[src/rtl/txp_pkg.sv]
package txp_pkg;
  // Position inside one nibble period; nibble clock is high in the first two.
  typedef enum logic [1:0] {
    PH_HI0 = 2'd0,
    PH_HI1 = 2'd1,
    PH_LO0 = 2'd2,
    PH_LO1 = 2'd3
  } phase_t;
endpackage

[src/rtl/txp_phase_gen.sv]
module txp_phase_gen
  import txp_pkg::*;
(
  input  logic   clk,
  input  logic   rst_n,
  input  logic   clr,
  output phase_t phase_o,
  output logic   cap_o,
  output logic   end_o
);
  phase_t ph_q, ph_d;

  always_comb begin
    if (clr) begin
      ph_d = PH_HI0;
    end else begin
      case (ph_q)
        PH_HI0:  ph_d = PH_HI1;
        PH_HI1:  ph_d = PH_LO0;
        PH_LO0:  ph_d = PH_LO1;
        default: ph_d = PH_HI0;
      endcase
    end
  end

  always_ff @(posedge clk or negedge rst_n) begin
    if (!rst_n) ph_q <= PH_HI0;
    else        ph_q <= ph_d;
  end

  assign phase_o = ph_q;
  // Edge closing PH_LO0 is the third edge after the period started.
  assign cap_o   = (ph_q == PH_LO0);
  assign end_o   = (ph_q == PH_LO1);
endmodule

[src/rtl/txp_frame_cnt.sv]
module txp_frame_cnt #(
  parameter int NIBS = 384
) (
  input  logic clk,
  input  logic rst_n,
  input  logic clr,
  input  logic adv,
  output logic last_o
);
  localparam int IDX_W = (NIBS > 1) ? $clog2(NIBS) : 1;
  localparam logic [IDX_W-1:0] LAST_IDX = IDX_W'(NIBS - 1);

  logic [IDX_W-1:0] idx_q, idx_d;
  logic             idx_en;

  assign last_o = (idx_q == LAST_IDX);
  assign idx_en = clr || adv;

  always_comb begin
    idx_d = idx_q;
    if (clr)         idx_d = '0;
    else if (last_o) idx_d = '0;
    else             idx_d = idx_q + 1'b1;
  end

  always_ff @(posedge clk or negedge rst_n) begin
    if (!rst_n)      idx_q <= '0;
    else if (idx_en) idx_q <= idx_d;
  end

  p_idx_range_r6: assert property (@(posedge clk) disable iff (!rst_n)
    int'(idx_q) < NIBS)
    else $error("frame position beyond frame length");
endmodule

[src/rtl/txp_serializer.sv]
module txp_serializer (
  input  logic       clk,
  input  logic       rst_n,
  input  logic       clr,
  input  logic       nib_mode,
  input  logic       cap,
  input  logic       ser_in,
  input  logic [3:0] nib_in,
  output logic       bit_o,
  output logic       vld_o
);
  logic [3:0] sr_q, sr_d;
  logic       vld_q, vld_d;

  always_comb begin
    sr_d  = sr_q;
    vld_d = vld_q;
    if (clr) begin
      sr_d  = '0;
      vld_d = 1'b0;
    end else if (!nib_mode) begin
      sr_d  = {ser_in, 3'b000};
      vld_d = 1'b1;
    end else if (cap) begin
      sr_d  = nib_in;
      vld_d = 1'b1;
    end else begin
      sr_d  = {sr_q[2:0], 1'b0};
    end
  end

  always_ff @(posedge clk or negedge rst_n) begin
    if (!rst_n) begin
      sr_q  <= '0;
      vld_q <= 1'b0;
    end else begin
      sr_q  <= sr_d;
      vld_q <= vld_d;
    end
  end

  assign bit_o = sr_q[3];
  assign vld_o = vld_q;

  p_serial_bit_r2: assert property (@(posedge clk) disable iff (!rst_n)
    (!nib_mode && !clr) |=> (bit_o == $past(ser_in) && vld_o))
    else $error("serial bit not forwarded");

  p_capture_msb_r5: assert property (@(posedge clk) disable iff (!rst_n)
    (nib_mode && cap && !clr) |=> (bit_o == $past(nib_in[3]) && vld_o))
    else $error("captured nibble msb not on output");
endmodule

[src/rtl/tx_payload_in.sv]
module tx_payload_in
  import txp_pkg::*;
#(
  parameter int FRAME_BITS = 1536
) (
  input  logic       tx_clk,
  input  logic       tx_rst_n,
  input  logic       sel_nibble,
  input  logic       ser_data_i,
  input  logic [3:0] nib_data_i,
  output logic       nib_clk_o,
  output logic       frame_end_o,
  output logic       pay_bit_o,
  output logic       pay_vld_o
);
  localparam int NIBS = FRAME_BITS / 4;

  generate
    if ((FRAME_BITS % 4) != 0 || NIBS < 2) begin : g_bad_len
      $error("FRAME_BITS must be a multiple of 4 and at least 8");
    end
  endgenerate

  logic   mode_q, mode_d;
  logic   armed_q, armed_d;
  logic   resync;
  phase_t ph;
  logic   cap, per_end, last_nib;

  // Mode change after the first edge acts as a reset of all counters.
  assign resync  = armed_q && (sel_nibble != mode_q);
  assign mode_d  = sel_nibble;
  assign armed_d = 1'b1;

  always_ff @(posedge tx_clk or negedge tx_rst_n) begin
    if (!tx_rst_n) begin
      mode_q  <= 1'b0;
      armed_q <= 1'b0;
    end else begin
      mode_q  <= mode_d;
      armed_q <= armed_d;
    end
  end

  txp_phase_gen u_phase (
    .clk     (tx_clk),
    .rst_n   (tx_rst_n),
    .clr     (resync),
    .phase_o (ph),
    .cap_o   (cap),
    .end_o   (per_end)
  );

  txp_frame_cnt #(.NIBS(NIBS)) u_frame (
    .clk    (tx_clk),
    .rst_n  (tx_rst_n),
    .clr    (resync),
    .adv    (sel_nibble && per_end),
    .last_o (last_nib)
  );

  txp_serializer u_ser (
    .clk      (tx_clk),
    .rst_n    (tx_rst_n),
    .clr      (resync),
    .nib_mode (sel_nibble),
    .cap      (cap),
    .ser_in   (ser_data_i),
    .nib_in   (nib_data_i),
    .bit_o    (pay_bit_o),
    .vld_o    (pay_vld_o)
  );

  assign nib_clk_o   = sel_nibble && (ph == PH_HI0 || ph == PH_HI1);
  assign frame_end_o = sel_nibble && last_nib;

  p_eof_start_r6: assert property (@(posedge tx_clk) disable iff (!tx_rst_n)
    ($rose(frame_end_o) && sel_nibble) |-> nib_clk_o)
    else $error("frame end rose away from period start");

  p_nibclk_high_r3: assert property (@(posedge tx_clk) disable iff (!tx_rst_n)
    $rose(nib_clk_o) |=> (nib_clk_o || !sel_nibble))
    else $error("nibble clock high for one cycle only");

  p_cap_low_r4: assert property (@(posedge tx_clk) disable iff (!tx_rst_n)
    (cap && sel_nibble) |-> !nib_clk_o)
    else $error("capture while nibble clock high");
endmodule

[config.mk]
export PLATFORM = sky130hd
export DESIGN_NAME = tx_payload_in
export DESIGN_NICKNAME = d
export VERILOG_FILES = /design/src/rtl/txp_pkg.sv /design/src/rtl/txp_phase_gen.sv /design/src/rtl/txp_frame_cnt.sv /design/src/rtl/txp_serializer.sv /design/src/rtl/tx_payload_in.sv
export SDC_FILE = /design/constraint.sdc
export NUM_CORES = 1
export LEC_CHECK = 0
export ABC_AREA = 1
export BUFFER_PORTS_ARGS = -buffer_cell sky130_fd_sc_hd__buf_2
export CAP_MARGIN = 20
export CORE_UTILIZATION = 27
export CTS_CLUSTER_DIAMETER = 100
export DETAILED_ROUTE_END_ITERATION = 7
export PLACE_DENSITY_LB_ADDON = 0.08
export SLEW_MARGIN = 15
export SYNTH_ARGS = -nofsm -noshare
export SYNTH_HDL_FRONTEND = slang
export SYNTH_SLANG_ARGS = --single-unit
[constraint.sdc]
create_clock -name tx_clk -period 1.1 [get_ports tx_clk]
set_input_delay 0.11 -clock tx_clk [delete_from_list [all_inputs] [get_ports tx_clk]]
set_output_delay 0.11 -clock tx_clk [all_outputs]
set_load 0.03 [all_outputs]
==> Yosys cells after proc, flatten, opt, wreduce, memory -nomap -nowiden <==
Index checks and enable logic that the tools add are counted.
Widths: inputs -> output; s select.
{ "word_totals": {"register_bits": 18, "in_bits": 8, "out_inout_bits": 4} }
{ "classes": {"addsub": 1, "eq_ne": 6, "muxes": 10, "n_reduce_logical": 7} }
{ "ops": {"columns": ["operator", "n"], "rows": [
  ["$mux 9", 2],
  ["$mux 4", 3],
  ["$add 9x1->9 const B", 1],
  ["$eq 9x9->1 const B", 1],
  ["$pmux 2 s3", 1],
  ["$eq 2x2->1 const B", 2],
  ["$logic_and 1x1->1", 4],
  ["$mux 1", 3],
  ["$ne 3x1->1 const B", 1],
  ["$eq 2x1->1 const B", 1],
  ["$logic_not 2->1", 1],
  ["$logic_or 1x1->1", 2],
  ["$mux 2", 1],
  ["$ne 1x1->1", 1]
]} }

==> Depth between registers and ports, before layout <==
{ "logic_depth": {"ltp_word": 4, "ltp_mapped": 8, "mapped_depth_nobuf": 8} }

==> Hierarchy <==
A second synthesis with hierarchy kept.
{ "unflattened": {"cells_unflattened": 120, "area_unflattened_um2": 968.4} }
{ "modules_own_cells": {"columns": ["mod", "instances", "cells_each", "area_per_inst_um2", "seq_area_each_um2"], "rows": [
  ["txp_frame_cnt", 1, 70, 559.3, 225.2],
  ["txp_serializer", 1, 26, 207.7, 125.1],
  ["txp_phase_gen", 1, 11, 110.1, 50.0],
  ["tx_payload_in", 1, 13, 91.3, 50.0]
]} }

==> Least setup slack after synthesis <==
OpenSTA, ideal clock, no wires.
{ "synth_path": {"path_kind": "register to output", "from": "register u_frame.idx_q[0]", "to": "output frame_end_o", "t_arrival_ps": 1304, "setup_slack_ps": -314, "stages_incl_launch_ff": 6, "cell_sequence": "dfrtp_1 ha_1 nand2_2 nor2_4 nand3b_1 nor2_1"} }
{ "synth_via": {"elab_chain_cells": 2} }
{ "synth_lines": {"columns": ["element", "line", "source"], "rows": [
  ["start: declaration", "txp_frame_cnt.sv:13", "logic [IDX_W-1:0] idx_q, idx_d;"],
  ["start signal: assignment", "txp_frame_cnt.sv:28", "else if (idx_en) idx_q <= idx_d;"],
  ["$eq 9x9->1", "txp_frame_cnt.sv:16", "assign last_o = (idx_q == LAST_IDX);"],
  ["$logic_and 1x1->1", "tx_payload_in.sv:75", "assign frame_end_o = sel_nibble && last_nib;"],
  ["end: declaration", "tx_payload_in.sv:12", "output logic frame_end_o,"]
]} }
Every way passes these cells.

==> Worst setup path after layout <==
Same ends and word-level chain as after synthesis.

==> key figures <==
Global route
  – Largest net degree at the start of global routing: 19
  – Total GRT Usage: 15.3%
  – Gr ovfl total: 0
  – Number of global-route vias before repair: 1033
  – Initial antenna violation count: 0
  – First-pass GRT wire length: 4640 um

Outcome
  – Status: finished with violations
  – Failing checks: setup timing

Synth
  – Compound-cell area share of the yosys netlist: 5.09%
  – Synth Area in Simple Gates: 37.1%
  – Adder-cell area share of the yosys netlist: 6.20%
  – Number of synthesized register bits: 18
  – Cell count after synthesis: 135
  – Largest family of logic cells by synthesized area: simple AND/OR/NAND/NOR gates
  – Avg Cell Area, Syn: 7.47 um2
  – Post-synthesis mux area share: 0%
  – Post-Synthesis Net Count: 148
  – Post-synthesis sequential area ratio: 44.7%
  – Netlist cell types: 22
  – Syn. warnings: 0
  – Synthesized area: 1010 um2
  – XOR/XNOR share of the synthesized area: 0%

Final layout
  – Post-route insts no fill: 229
  – Post-route cell area: 1650 um2
  – Area grow syn2layout: 64.0%
  – Share of layout cells above drive strength 1: 47.0%
  – Nets: 197
  – ANT cells: 0

Clock network
  – Clock H-tree levels: 1
  – TritonCTS Buffers: 3
  – Clock transition at path regs: 0.07 ns
  – Skew-Pair Late Insertion Delay: 0.26 ns
  – Clock Tree Root: clkbuf_8
  – Clock sinks: 18
  – Clock Path Buffers: 2
  – CTS tree: yes

Floorplan
  – Starting Density: 29.1%
  – Row cnt: 21
  – Core area: 3470 um2
  – DIE WIDTH: 63.1 um
  – Die Ht: 63.1 um
  – Die ar.: 3980 um2
  – IO Pins: 12

Drt
  – Via density: 4.49
  – # DRC: 0
  – Routed vias: 1028
  – Iteration-0 DRC count of the detailed router: 45
  – DRT antenna net count: 0
  – DRT Pass-1 Iters: 4
  – DRT Wirelength: 2700 um
  – WL/cell: 11.8 um

Timing
  – Period utilization: 133%
  – Setup Viol. Count Final: 13
  – Max Clock Freq: 0.682 GHz
  – Final Hold Fails: 0
  – Slew Viols, Final: 0
  – Setup Skew: 0.0105 ns
  – Post-layout min period: 1.47 ns
  – Final worst setup slack: -0.367 ns
  – Setup TNS: -3.13 ns
  – RSZ-0062 raised after global routing: yes

Setup path
  – CP max stage cell: dfrtp_1
  – WP data required: 0.99 ns
  – Critical R2R Launch: u_frame.idx_q[0]
  – Worst path bufs/invs: 1
  – Worst path cell trace: ha_4 > nand2_4 > nor2_4 > nand3b_1 > nor2_4 > buf_6
  – Critical path's largest stage delay: 0.41 ns
  – Critical Path AT: 1.36 ns
  – R2R cell count: 11
  – WS Path Type: register to output pin
  – R2R setup slack: -0.36 ns
  – Reg2reg end: u_frame.idx_q[1]
  – Critical Path Most Common Cell: nor2_4
  – Startpoint type of the worst setup path: register
  – Crit-path max FO: 2
  – Worst setup EP type: output pin
  – Kind of cell adding the most delay to the critical path: flip-flops

Min path
  – Hold Path Class: primary input to register
  – Min-delay src: sel_nibble
  – WHS Path Cells: 1
  – Worst Hold End: mode_q

Power and ir drop
  – Final Power: 2.50 mW
  – Leak: 0.826 nW
  – Pwr/cell area: 1510 nW/um2
  – VDD IR max: 1.19 mV

Placed design
  – Post-Place Cells: 214
  – DP HPWL: 1830 um
  – Post-placement cell area: 1320 um2
  – GP Congestion: 0.789
  – # port buffers: 11

Run
  – Max-cap violations: 0
## sequential cells by signal (all words and copies together), names as in the netlist
register and count:
mode_q 1, u_frame.idx_q 9, u_ser.sr_q 4, u_ser.vld_o 1
u_phase.phase_o 2, armed_q 1
## cell usage after synthesis
| master | n | area [um2] |
|---|---|---|
| a21oi_1 | 4 | 20.0 |
| conb_1 | 1 | 3.75 |
| dfrtp_1 | 18 | 450 |
| ha_1 | 5 | 62.6 |
| inv_1 | 15 | 56.3 |
| inv_2 | 1 | 3.75 |
| inv_4 | 1 | 6.26 |
| nand2_1 | 47 | 176 |
| nand2_2 | 3 | 18.8 |
| nand3_1 | 5 | 25.0 |
| nand3_2 | 1 | 10.0 |
| nand3b_1 | 1 | 7.51 |
| nand4_1 | 4 | 25.0 |
| nor2_1 | 17 | 63.8 |
| nor2_2 | 4 | 25.0 |
| nor2_4 | 1 | 11.3 |
| nor3_1 | 1 | 5.00 |
| o21ai_0 | 1 | 5.00 |
| o21ai_1 | 2 | 10.0 |
| o21ai_2 | 1 | 8.76 |
| o21bai_1 | 1 | 7.51 |
| or2_2 | 1 | 6.26 |
## how the worst max path moves through the flow
stage,startpoint,end,slack [ns],cells after the start
floorplan,u_frame.idx_q[0],frame_end_o,-0.11,5
global placement,u_frame.idx_q[1],frame_end_o,-0.16,6
detailed placement,u_frame.idx_q[1],frame_end_o,-0.18,6
CTS,u_frame.idx_q[1],frame_end_o,-0.38,6
global route,u_frame.idx_q[0],u_frame.idx_q[7],-0.46,11
finish,u_frame.idx_q[0],frame_end_o,-0.37,6
## cell type report
cell class	instances	area, um2
clock buffers	4	55.1
well taps	46	57.6
repair buffers	43	348
fillers	359	1810
repair inverters	1	7.51
multi-input cells	100	667
flip-flops and latches	18	450
inverters	17	68.8
## repair_timing
action	4_1_cts	5_1_grt
buffers inserted	8	1
hold endpoints to repair	18	0
pin swaps	17	10
hold buffers	1	0
gates cloned	1	0
endpoints found under the setup margin	13	17
gates resized for setup	40	12
## metrics by stage
step	setup slack, ns	hold WS, ns	util [%]
floorplan	-0.114	-0.186	-
global placement	-0.163	0.0791	38.1
detailed placement	-0.185	0.0818	38.1
CTS	-0.376	0.0497	46.2
global route	-0.457	0.0500	47.7
finish	-0.367	0.0541	47.7
## logic make-up (layout without fill, tap and decap cells)
group / count (synthesis) / in the layout
flops: 18 / 18
fa+ha+maj: 5 / 5
buf+inv: 17 / 65
compound gates: 9 / 9
other cells: 1 / 1
simple gates: 85 / 85
## layer usage
metal  vias to the layer above  part of all wire [%]  track usage, %  wire length [um]
li1                        513                     -               -                 -
met1                       497                    45            18.9              1230
met2                        13                    50            25.8              1360
met3                         5                   2.7            3.08                72
met4                         0                   1.6            6.10                44
met5                         -                     0               0                 0
## report_power, final
part           internal, mW  leakage (nW)  switching (mW)
clock network         0.319        0.0288           0.253
logic                 0.534         0.559           0.563
registers             0.748         0.239          0.0817
## layout by cell type (no fill, tap or decap)
master,n
nand3_2,2
nand3_1,4
buf_4,21
nor3_2,1
buf_2,9
nand3b_1,1
nor2_1,11
nand2_4,5
nor2_2,3
nand2_1,43
inv_2,5
a21oi_2,2
o21ai_2,3
nand2_2,2
dfrtp_1,18
o21bai_1,1
clkbuf_8,4
nor2_4,8
o21ai_1,1
inv_4,2
conb_1,1
inv_1,10
a21oi_1,2
clkinvlp_4,1
ha_4,5
nand4_1,4
buf_6,12
or2_4,1
dlygate4sd3_1,1
Note: power is estimated with default switching activity, not from simulation.
